==> src/rtl/idx_agen_pkg.sv <==
package idx_agen_pkg;
    localparam int ADDR_W = 16;
    localparam int BYTE_W = 8;
    localparam int SEL_W  = 2;

    typedef enum logic [2:0] {
        FORM_OFF5,
        FORM_AUTO,
        FORM_OFF9,
        FORM_OFF16,
        FORM_IND16,
        FORM_ACC,
        FORM_ACCIND,
        FORM_REJECT
    } form_e;

    typedef enum logic [2:0] {
        ST_IDLE,
        ST_FETCH_HI,
        ST_FETCH_LO,
        ST_READ,
        ST_DONE
    } state_e;

    typedef struct packed {
        form_e             form;
        logic [SEL_W-1:0]  base_sel;
        logic              post;
        logic [ADDR_W-1:0] init_off;
    } decode_t;
endpackage

==> src/rtl/idx_decode.sv <==
module idx_decode
    import idx_agen_pkg::*;
(
    input  logic [BYTE_W-1:0] postbyte,
    input  logic              restricted,
    input  logic [BYTE_W-1:0] acc_a,
    input  logic [BYTE_W-1:0] acc_b,
    output decode_t           dec
);
    localparam int SHORT_W = 5;
    localparam int STEP_W  = 4;

    always_comb begin
        dec          = '0;
        dec.form     = FORM_OFF5;
        dec.base_sel = postbyte[7:6];
        dec.post     = 1'b0;
        dec.init_off = {{(ADDR_W-SHORT_W){postbyte[4]}}, postbyte[SHORT_W-1:0]};
        if (!postbyte[5]) begin
            dec.form = FORM_OFF5;
        end else if (postbyte[7:6] != 2'b11) begin
            dec.form = FORM_AUTO;
            dec.post = postbyte[4];
            if (postbyte[3])
                dec.init_off = {{(ADDR_W-STEP_W){1'b1}}, postbyte[STEP_W-1:0]};
            else
                dec.init_off = {{(ADDR_W-STEP_W){1'b0}}, postbyte[STEP_W-1:0]} + 1'b1;
        end else begin
            dec.base_sel = postbyte[4:3];
            if (postbyte[2:0] == 3'b011) begin
                dec.form     = restricted ? FORM_REJECT : FORM_IND16;
                dec.init_off = '0;
            end else if (!postbyte[2]) begin
                if (postbyte[1]) begin
                    dec.form     = restricted ? FORM_REJECT : FORM_OFF16;
                    dec.init_off = '0;
                end else begin
                    dec.form     = restricted ? FORM_REJECT : FORM_OFF9;
                    dec.init_off = {{(ADDR_W-BYTE_W){postbyte[0]}}, {BYTE_W{1'b0}}};
                end
            end else begin
                unique case (postbyte[1:0])
                    2'b00: begin
                        dec.form     = FORM_ACC;
                        dec.init_off = {{(ADDR_W-BYTE_W){1'b0}}, acc_a};
                    end
                    2'b01: begin
                        dec.form     = FORM_ACC;
                        dec.init_off = {{(ADDR_W-BYTE_W){1'b0}}, acc_b};
                    end
                    2'b10: begin
                        dec.form     = FORM_ACC;
                        dec.init_off = {acc_a, acc_b};
                    end
                    default: begin
                        dec.form     = FORM_ACCIND;
                        dec.init_off = {acc_a, acc_b};
                    end
                endcase
            end
        end
    end
endmodule

==> src/rtl/idx_seq.sv <==
module idx_seq
    import idx_agen_pkg::*;
(
    input  logic              clk,
    input  logic              rst_n,
    input  logic              start,
    input  decode_t           dec,
    input  logic [ADDR_W-1:0] base_val,
    output logic              fetch_req,
    input  logic              fetch_ack,
    input  logic [BYTE_W-1:0] fetch_byte,
    output logic              mem_req,
    output logic [ADDR_W-1:0] mem_addr,
    input  logic              mem_ack,
    input  logic [ADDR_W-1:0] mem_data,
    output logic              done,
    output logic [ADDR_W-1:0] ea,
    output logic              wb_en,
    output logic [SEL_W-1:0]  wb_sel,
    output logic [ADDR_W-1:0] wb_value,
    output logic              extra_cycle
);
    state_e            state_q, state_d;
    form_e             form_q;
    logic [SEL_W-1:0]  sel_q;
    logic              post_q;
    logic [ADDR_W-1:0] base_q, off_q, ind_q;
    logic [ADDR_W-1:0] sum;

    assign sum = base_q + off_q;

    always_ff @(posedge clk or negedge rst_n) begin
        if (!rst_n) state_q <= ST_IDLE;
        else        state_q <= state_d;
    end

    always_comb begin
        state_d = state_q;
        unique case (state_q)
            ST_IDLE: begin
                if (start) begin
                    unique case (dec.form)
                        FORM_OFF9:              state_d = ST_FETCH_LO;
                        FORM_OFF16, FORM_IND16: state_d = ST_FETCH_HI;
                        FORM_ACCIND:            state_d = ST_READ;
                        default:                state_d = ST_DONE;
                    endcase
                end
            end
            ST_FETCH_HI: if (fetch_ack) state_d = ST_FETCH_LO;
            ST_FETCH_LO: if (fetch_ack) state_d = (form_q == FORM_IND16) ? ST_READ : ST_DONE;
            ST_READ:     if (mem_ack)   state_d = ST_DONE;
            ST_DONE:     state_d = ST_IDLE;
            default:     state_d = ST_IDLE;
        endcase
    end

    always_ff @(posedge clk or negedge rst_n) begin
        if (!rst_n) begin
            form_q <= FORM_OFF5;
            sel_q  <= '0;
            post_q <= 1'b0;
            base_q <= '0;
            off_q  <= '0;
            ind_q  <= '0;
        end else begin
            if (state_q == ST_IDLE && start) begin
                form_q <= dec.form;
                sel_q  <= dec.base_sel;
                post_q <= dec.post;
                base_q <= base_val;
                off_q  <= dec.init_off;
            end
            if (state_q == ST_FETCH_HI && fetch_ack)
                off_q[ADDR_W-1 -: BYTE_W] <= fetch_byte;
            if (state_q == ST_FETCH_LO && fetch_ack)
                off_q[BYTE_W-1:0] <= fetch_byte;
            if (state_q == ST_READ && mem_ack)
                ind_q <= mem_data;
        end
    end

    always_comb begin
        fetch_req   = 1'b0;
        mem_req     = 1'b0;
        mem_addr    = sum;
        done        = 1'b0;
        ea          = '0;
        wb_en       = 1'b0;
        wb_sel      = sel_q;
        wb_value    = sum;
        extra_cycle = 1'b0;
        unique case (state_q)
            ST_FETCH_HI, ST_FETCH_LO: fetch_req = 1'b1;
            ST_READ:                  mem_req   = 1'b1;
            ST_DONE: begin
                done = 1'b1;
                unique case (form_q)
                    FORM_AUTO:               begin ea = post_q ? base_q : sum; wb_en = 1'b1; end
                    FORM_IND16, FORM_ACCIND: begin ea = ind_q; extra_cycle = 1'b1; end
                    FORM_OFF9, FORM_OFF16:   begin ea = sum; extra_cycle = 1'b1; end
                    FORM_REJECT:             ea = '0;
                    default:                 ea = sum;
                endcase
            end
            default: ;
        endcase
    end

    assert_fetch_hold_R10: assert property (@(posedge clk) disable iff (!rst_n)
        (fetch_req && !fetch_ack) |=> fetch_req);

    assert_read_hold_R10: assert property (@(posedge clk) disable iff (!rst_n)
        (mem_req && !mem_ack) |=> (mem_req && $stable(mem_addr)));

    assert_done_pulse_R11: assert property (@(posedge clk) disable iff (!rst_n)
        done |=> !done);

    assert_reject_quick_R8: assert property (@(posedge clk) disable iff (!rst_n)
        (state_q == ST_IDLE && start && dec.form == FORM_REJECT)
        |=> (done && ea == '0 && !wb_en && !extra_cycle));

    assert_indirect_word_R6: assert property (@(posedge clk) disable iff (!rst_n)
        (done && (form_q == FORM_IND16 || form_q == FORM_ACCIND))
        |-> ($past(mem_ack) && ea == $past(mem_data)));
endmodule

==> src/rtl/idx_agen.sv <==
module idx_agen
    import idx_agen_pkg::*;
(
    input  logic              clk,
    input  logic              rst_n,
    input  logic              start,
    input  logic [BYTE_W-1:0] postbyte,
    input  logic              restricted,
    input  logic [ADDR_W-1:0] reg_x,
    input  logic [ADDR_W-1:0] reg_y,
    input  logic [ADDR_W-1:0] reg_sp,
    input  logic [ADDR_W-1:0] reg_pc,
    input  logic [BYTE_W-1:0] acc_a,
    input  logic [BYTE_W-1:0] acc_b,
    output logic              fetch_req,
    input  logic              fetch_ack,
    input  logic [BYTE_W-1:0] fetch_byte,
    output logic              mem_req,
    output logic [ADDR_W-1:0] mem_addr,
    input  logic              mem_ack,
    input  logic [ADDR_W-1:0] mem_data,
    output logic              done,
    output logic [ADDR_W-1:0] ea,
    output logic              wb_en,
    output logic [SEL_W-1:0]  wb_sel,
    output logic [ADDR_W-1:0] wb_value,
    output logic              extra_cycle
);
    decode_t           dec;
    logic [ADDR_W-1:0] base_val;

    idx_decode u_decode (
        .postbyte   (postbyte),
        .restricted (restricted),
        .acc_a      (acc_a),
        .acc_b      (acc_b),
        .dec        (dec)
    );

    always_comb begin
        unique case (dec.base_sel)
            2'd0:    base_val = reg_x;
            2'd1:    base_val = reg_y;
            2'd2:    base_val = reg_sp;
            default: base_val = reg_pc;
        endcase
    end

    idx_seq u_seq (
        .clk         (clk),
        .rst_n       (rst_n),
        .start       (start),
        .dec         (dec),
        .base_val    (base_val),
        .fetch_req   (fetch_req),
        .fetch_ack   (fetch_ack),
        .fetch_byte  (fetch_byte),
        .mem_req     (mem_req),
        .mem_addr    (mem_addr),
        .mem_ack     (mem_ack),
        .mem_data    (mem_data),
        .done        (done),
        .ea          (ea),
        .wb_en       (wb_en),
        .wb_sel      (wb_sel),
        .wb_value    (wb_value),
        .extra_cycle (extra_cycle)
    );
endmodule

==> config.mk <==
export PLATFORM = sky130hd
export DESIGN_NAME = idx_agen
export DESIGN_NICKNAME = d
export VERILOG_FILES = /design/src/rtl/idx_agen_pkg.sv /design/src/rtl/idx_decode.sv /design/src/rtl/idx_seq.sv /design/src/rtl/idx_agen.sv
export SDC_FILE = /design/constraint.sdc
export NUM_CORES = 1
export LEC_CHECK = 0
export ABC_AREA = 1
export CORE_UTILIZATION = 48
export CTS_BUF_LIST = sky130_fd_sc_hd__clkbuf_4
export CTS_CLUSTER_SIZE = 20
export DETAILED_ROUTE_END_ITERATION = 7
export PLACE_DENSITY = 0.88
export SLEW_MARGIN = 20
export SYNTH_ARGS = -nofsm -noshare
export SYNTH_HDL_FRONTEND = slang
export SYNTH_HIERARCHICAL = 1
export SYNTH_SLANG_ARGS = --single-unit
==> constraint.sdc <==
create_clock -name clk -period 2.72 [get_ports clk]
set_input_delay 0.408 -clock clk [delete_from_list [all_inputs] [get_ports clk]]
set_output_delay 0.408 -clock clk [all_outputs]
set_load 0.02 [all_outputs]
==> results of run 1 <==
[worst min path at each step]
stage               startpoint              end
2_1_floorplan            rst_n  u_seq/base_q[0]
3_3_place_gp   u_seq/wb_sel[1]  u_seq/wb_sel[1]
3_5_place_dp   u_seq/wb_sel[1]  u_seq/wb_sel[1]
4_1_cts                  rst_n  u_seq/ind_q[14]
5_1_grt                  rst_n   u_seq/ind_q[3]
6_report                 rst_n   u_seq/ind_q[3]
[per-layer routing]
layer / vias up / routed length, um / global-route usage (%)
li1: 2885 / - / -
met1: 2816 / 6953 / 37.88
met2: 433 / 8771 / 52.13
met3: 108 / 1829 / 5.365
met4: 0 / 947 / 14.99
met5: - / 0 / 0
[area by class of cell]
type / instances / area, um^2 / share of cell area, %
clock buffer: 10 / 75.07 / 1.003
clock inverter: 5 / 47.55 / 0.6352
inverter: 71 / 269.0 / 3.594
multi-input combinational: 585 / 3445 / 46.02
sequential: 57 / 1430 / 19.11
tap: 136 / 170.2 / 2.273
timing repair buffer: 231 / 2048 / 27.37
[synthesized netlist by cell type (all sizes together)]
| master | count |
|---|---|
| nor2 | 57 |
| o311a | 1 |
| a211oi | 1 |
| o221ai | 1 |
| a21oi | 39 |
| nand3b | 1 |
| nand4 | 20 |
| nand3 | 87 |
| nand2 | 263 |
| xor2 | 5 |
| buf | 40 |
| o21ai | 26 |
| fa | 1 |
| dfrtp | 57 |
| o22ai | 17 |
| a32o | 3 |
| a31o | 1 |
| mux2 | 16 |
| a31oi | 10 |
| nor3 | 10 |
| a21boi | 1 |
| a21o | 1 |
| clkbuf | 3 |
| inv | 71 |
| or2 | 1 |
| ha | 20 |
| and2 | 3 |
[kinds of logic (layout without fill, tap and decap cells)]
logic type / Yosys count / after routing / synth area share (%)
and+or+nand+nor: 442 / 442 / 38.26
buffers and inverters: 114 / 317 / 11.58
AOI/OAI and AO/OA: 101 / 101 / 11.43
DFF: 57 / 57 / 28.21
adders and majority gates: 21 / 21 / 5.345
muxes: 16 / 16 / 4.306
xor gates and xnor gates: 5 / 5 / 0.8661
[stage by stage]
stage | std cells | hold slack, ns | instance area [um^2]
after floorplan | 756 | 0.1124 | 5056
after global placement | 1070 | 0.4738 | 7025
after detailed placement | 1070 | 0.4817 | 7025
after CTS | 1088 | 0.1338 | 7249
after global routing | 1095 | 0.1473 | 7485
final | 1095 | 0.1002 | 7485
[registers in the layout, summed over array words and instances (netlist names)]
signal         flops
u_seq/base_q      16
u_seq/wb_sel       2
u_seq/ind_q       16
u_seq/post_q       1
u_seq/form_q       3
u_seq/off_q       16
u_seq/state_q      3
[timing repair]
item / 4_1_cts / 5_1_grt
pin swaps: 3 / 24
buffers inserted: 3 / 7
endpoints found under the setup margin: 46 / 43
gates resized for setup: 143 / 118
[power by group]
part	switching (uW)	total [uW]	internal (uW)
sequential	402	1560	1160
clock	317	594	277
combinational	5280	8950	3670
total	6000	11100	5100
==> flow_summary.yaml, run 1 <==
yosys:
  yosys_warnings: 6
  yosysTopAreaCellShare_pct: 28.21
  yosysSeqAreaShare_pct: 28.21
  ys_seq_elements: 57
  syn_inst: 756
  synth_largest_area_cell: "dfrtp_1"
  synthTopCellsByArea: "dfrtp_1 (28%), nand2_1 (19%), nand3_1 (8.5%), ha_1 (4.9%), inv_1 (4.7%)"
  synth_fp_nets: 895
  netlist_area_um2: 5056
  syn_avg_cell_area_um2: 6.688
  yosysUniqueCellTypes: 42
place:
  dp_hpwl_mm: 13.07
  post-place-ws_ns: -0.1669
  io_buffer_count: 172
  gp_congestion: 0.9674
timing:
  layout_setup_ws_ns: -0.07002
  timing.setup.tns_ns: -0.1940
  finalMaxSlewViolations: 0
  fmax_mhz: 358.4
  fin_skew_ns: 0.02175
  fin_crit_ns: 2.790
  worstMarginPinSlew_ns: 0.7273
  hold_viol_final: 0
  timing.final.crit_share_pct: 102.6
  rsz0062_at_grt: "true"
  setup_viol: 5
  maxSlewHeadroom_pct: 51.51
worst_setup_path:
  required_ns: 2.31
  critPathKind: "flop to output pin"
  crit_end: "ea[6]"
  end_kind: "output pin"
  r2r_cells: 5
  slowest_stage: "fa_2"
  startpoint: "u_seq/base_q[0]"
  cp.arrival_ns: 2.38
  worstReg2RegStart: "u_seq/state_q[0]"
  ff2ff_setup_slack_ns: 0.85
  path_max_fanout: 4
  crit_path_max_incr_delay_ns: 0.42
  path_depth: 12
  critPathTopFamily: "simple AND/OR/NAND/NOR gates"
  crit_buf_inv: 1
  reg2reg_to: "u_seq/off_q[8]"
  path_common_cell: "nand2_1"
  path_cells: "ha_2 -> fa_2 -> nand3_2 -> nand3_4 -> nand2_4 -> nand2_4 -> or2_4 -> nand3_2 -> nand2_1 -> nand2_1 -> nand2_1 -> buf_6"
  start_kind: "flop"
route:
  dr.pass1.iters: 6
  dr.first_iter.drc_count: 672
  ant_nets: 0
  drt_wl_total_mm: 18.50
  vias: 6242
  viasPerCell: 5.700
  drc: 0
  wl_per_cell_um: 16.90
worst_hold_path:
  min_path_type: "primary input to asynchronous set/reset pin"
global_route:
  grt_pass1_wl_mm: 26.90
  grt_pass1_vias: 5709
  grt_overflow: 0
  antenna_found_initial: 0
  grt_usage_pct: 30.81
  grt_max_degree: 58
cts:
  clk_pin_slew_worst_paths_ns: 0.12
  cts_buffers: 9
  clock_latency_ns: 0.42
  htree_num_levels: 3
  clockBufferDepth: 2
  root_buffer: "clkbuf_4"
  cts_tree: "done"
  cts_sinks: 57
  ctsHoldBuffers: 0
finish:
  fillers: 813
  mostFrequentLayoutCell: "nand2_1"
  utilization_pct: 72.83
  diodes: 0
  areaGrowthSynthToFinish_pct: 48.03
  final_cell_mix: "nand2_1 (235), clkdlybuf4s50_1 (125), nand3_1 (73), buf_4 (65), inv_1 (62)"
  drive_gt1_share_pct: 23.25
  final_nets: 1094
floorplanning:
  num_rows: 37
  die_h_um: 104.6
  core_um2: 10280
  initial_core_util_pct: 49.20
  io_pins: 173
  fp.dieW_um: 104.6
  die_area_um2: 10950
status:
  outcome: "complete, but fails checks"
  violations: "setup timing"
run:
  cap_violations: 0
pwr:
  totalPowerFinal_uw: 11100
  pwr_density_cell_nw_per_um2: 1483
  leakage_uw: 0.003674
  peakVddDrop_v: 0.001284
Note: power is estimated with default switching activity, not from simulation.
==> inputs of run 2 (changes only) <==
--- a/config.mk
+++ b/config.mk
@@ -6,11 +6,11 @@
 export NUM_CORES = 1
 export LEC_CHECK = 0
 export ABC_AREA = 1
-export CORE_UTILIZATION = 48
+export CORE_UTILIZATION = 51
 export CTS_BUF_LIST = sky130_fd_sc_hd__clkbuf_4
 export CTS_CLUSTER_SIZE = 20
 export DETAILED_ROUTE_END_ITERATION = 7
-export PLACE_DENSITY = 0.88
+export PLACE_DENSITY = 0.92
 export SLEW_MARGIN = 20
 export SYNTH_ARGS = -nofsm -noshare
 export SYNTH_HDL_FRONTEND = slang
==> constraint.sdc (replaced) <==
create_clock -name clk -period 3.23 [get_ports clk]
set_input_delay 0.4845 -clock clk [delete_from_list [all_inputs] [get_ports clk]]
set_output_delay 0.4845 -clock clk [all_outputs]
set_load 0.02 [all_outputs]
==> flow_summary.yaml, run 2 (synthesis results as in run 1) <==
floorplanning:
  fp.dieW_um: 101.6
  die_h_um: 101.6
  num_rows: 35
  core_um2: 9415
  io_pins: 173
  die_area_um2: 10320
  initial_core_util_pct: 53.70
worst_setup_path:
  ff2ff_setup_slack_ns: 1.42
  end_kind: "output pin"
  cp.arrival_ns: 2.65
  required_ns: 2.75
  path_cells: "ha_2 -> fa_2 -> nand3_1 -> nand3_2 -> nand2_1 -> nand2_1 -> or2_2 -> nand3_1 -> nand2_1 -> nand2_1 -> nand2_1 -> dlygate4sd2_1"
  slowest_stage: "dfrtp_1"
  path_common_cell: "nand2_1"
  startpoint: "u_seq/base_q[0]"
  path_max_fanout: 4
  worstReg2RegStart: "u_seq/state_q[0]"
  start_kind: "flop"
  crit_path_max_incr_delay_ns: 0.41
  r2r_cells: 6
  critPathKind: "flop to output pin"
  reg2reg_to: "u_seq/base_q[9]"
global_route:
  grt_overflow: 0
  antenna_found_initial: 0
  grt_max_degree: 39
  grt_pass1_vias: 5375
  grt_usage_pct: 31.42
  grt_pass1_wl_mm: 25.21
timing:
  worstMarginPinSlew_ns: 0.8573
  maxSlewHeadroom_pct: 42.85
  hold_ws_ns: 0.1662
  hold_viol_final: 0
  setup_viol: 0
  rsz0062_at_grt: "false"
  layout_setup_ws_ns: 0.09576
  fin_crit_ns: 3.134
  fin_skew_ns: 0.01493
  timing.setup.tns_ns: 0
  finalMaxSlewViolations: 0
  timing.final.crit_share_pct: 97.04
  fmax_mhz: 319.1
place:
  io_buffer_count: 172
  post-place-ws_ns: 0.2153
  gp_congestion: 1.020
  dp_hpwl_mm: 12.40
cts:
  clk_pin_slew_worst_paths_ns: 0.12
  cts_sinks: 57
  clockBufferDepth: 2
  clock_latency_ns: 0.40
  cts_tree: "done"
  root_buffer: "clkbuf_4"
  cts_buffers: 9
  htree_num_levels: 3
pwr:
  p_switching_uw: 4286
  p_seq_share_pct: 16.0
  clkPwrFrac_pct: 6.6
  peakVddDrop_v: 0.0009378
  leakage_uw: 0.003484
  pwr_density_cell_nw_per_um2: 1151
  internal_power_uw: 3649
  switching_share_pct: 54.01
  totalPowerFinal_uw: 7935
  comb_power_share_pct: 77.3
finish:
  final_cell_mix: "nand2_1 (256), clkdlybuf4s50_1 (139), nand3_1 (85), inv_1 (63), dfrtp_1 (57)"
  multiInputGateArea_um2: 3110
  diodes: 0
  drive_gt1_share_pct: 9.320
  seq_area_um2: 1426
  mostFrequentLayoutCell: "nand2_1"
  final_nets: 1046
  fillers: 766
  utilization_pct: 73.24
  top_regs: "u_seq/base_q (16), u_seq/ind_q (16), u_seq/off_q (16)"
  areaGrowthSynthToFinish_pct: 36.38
route:
  viasPerCell: 5.572
  dr.pass1.iters: 8
  ant_nets: 0
  dr.first_iter.drc_count: 451
  drc: 1
  wl_per_cell_um: 15.25
  vias: 5800
  drt_wl_total_mm: 15.88
status:
  violations: "DRC"
  outcome: "complete, but fails checks"
run:
  cap_violations: 0
worst_hold_path:
  min_path_type: "primary input to asynchronous set/reset pin"
[run 2: cell type report]
| class | count | area share (%) |
|---|---|---|
| Clock inverter | 6 | 0.8528 |
| Tap cell | 129 | 2.341 |
| Timing Repair Buffer | 183 | 26.06 |
| Sequential cell | 57 | 20.69 |
| Multi-Input combinational cell | 585 | 45.11 |
| Clock buffer | 10 | 1.089 |
| Inverter | 71 | 3.865 |
[run 2: what timing repair did]
item	4_1_cts	5_1_grt
gates cloned	0	0
endpoints found under the setup margin	22	29
buffers inserted	0	1
gates resized for setup	22	28
hold buffers	0	0
pin swaps	0	0
[run 2: worst max path at each step]
stage / cells past startpoint / endpoint
after floorplan: 7 / ea[4]
after global placement: 12 / ea[6]
after detailed placement: 12 / ea[6]
after CTS: 10 / wb_value[11]
after global routing: 8 / wb_value[7]
final: 12 / ea[6]
[run 2: through the flow]
step                      std cells  area [um^2]
after detailed placement       1024         6711
after global routing           1041         6895
final                          1041         6895
after CTS                      1040         6847
after floorplan                 756         5056
after global placement         1024         6711
[run 2: power by group through the flow]
stage | Sequential (uW) | Combinational (uW) | Clock [uW]
6_report | 1270 | 6140 | 527
5_1_grt | 1290 | 6660 | 570
4_1_cts | 1250 | 6050 | 534
3_5_place_dp | 1260 | 6170 | 0
3_3_place_gp | 1260 | 6050 | 0
2_1_floorplan | 1150 | 4140 | 0
[run 2: routing by layer]
| layer | share of wire [%] | GRT usage (%) | up-vias |
|---|---|---|---|
| li1 | - | - | 2802 |
| met1 | 40 | 39.59 | 2657 |
| met2 | 49 | 53.95 | 295 |
| met3 | 8.2 | 4.969 | 46 |
| met4 | 2.6 | 12.04 | 0 |
| met5 | 0 | 0 | - |
[run 2: critical path: cells and delay by family, from the launching register on]
family | cells | cell delay, ns
AND/OR/NAND/NOR | 9 | 0.95
buffers and inverters | 1 | 0.31
adder cells (fa/ha/maj) | 2 | 0.59
flip-flops | 1 | 0.41
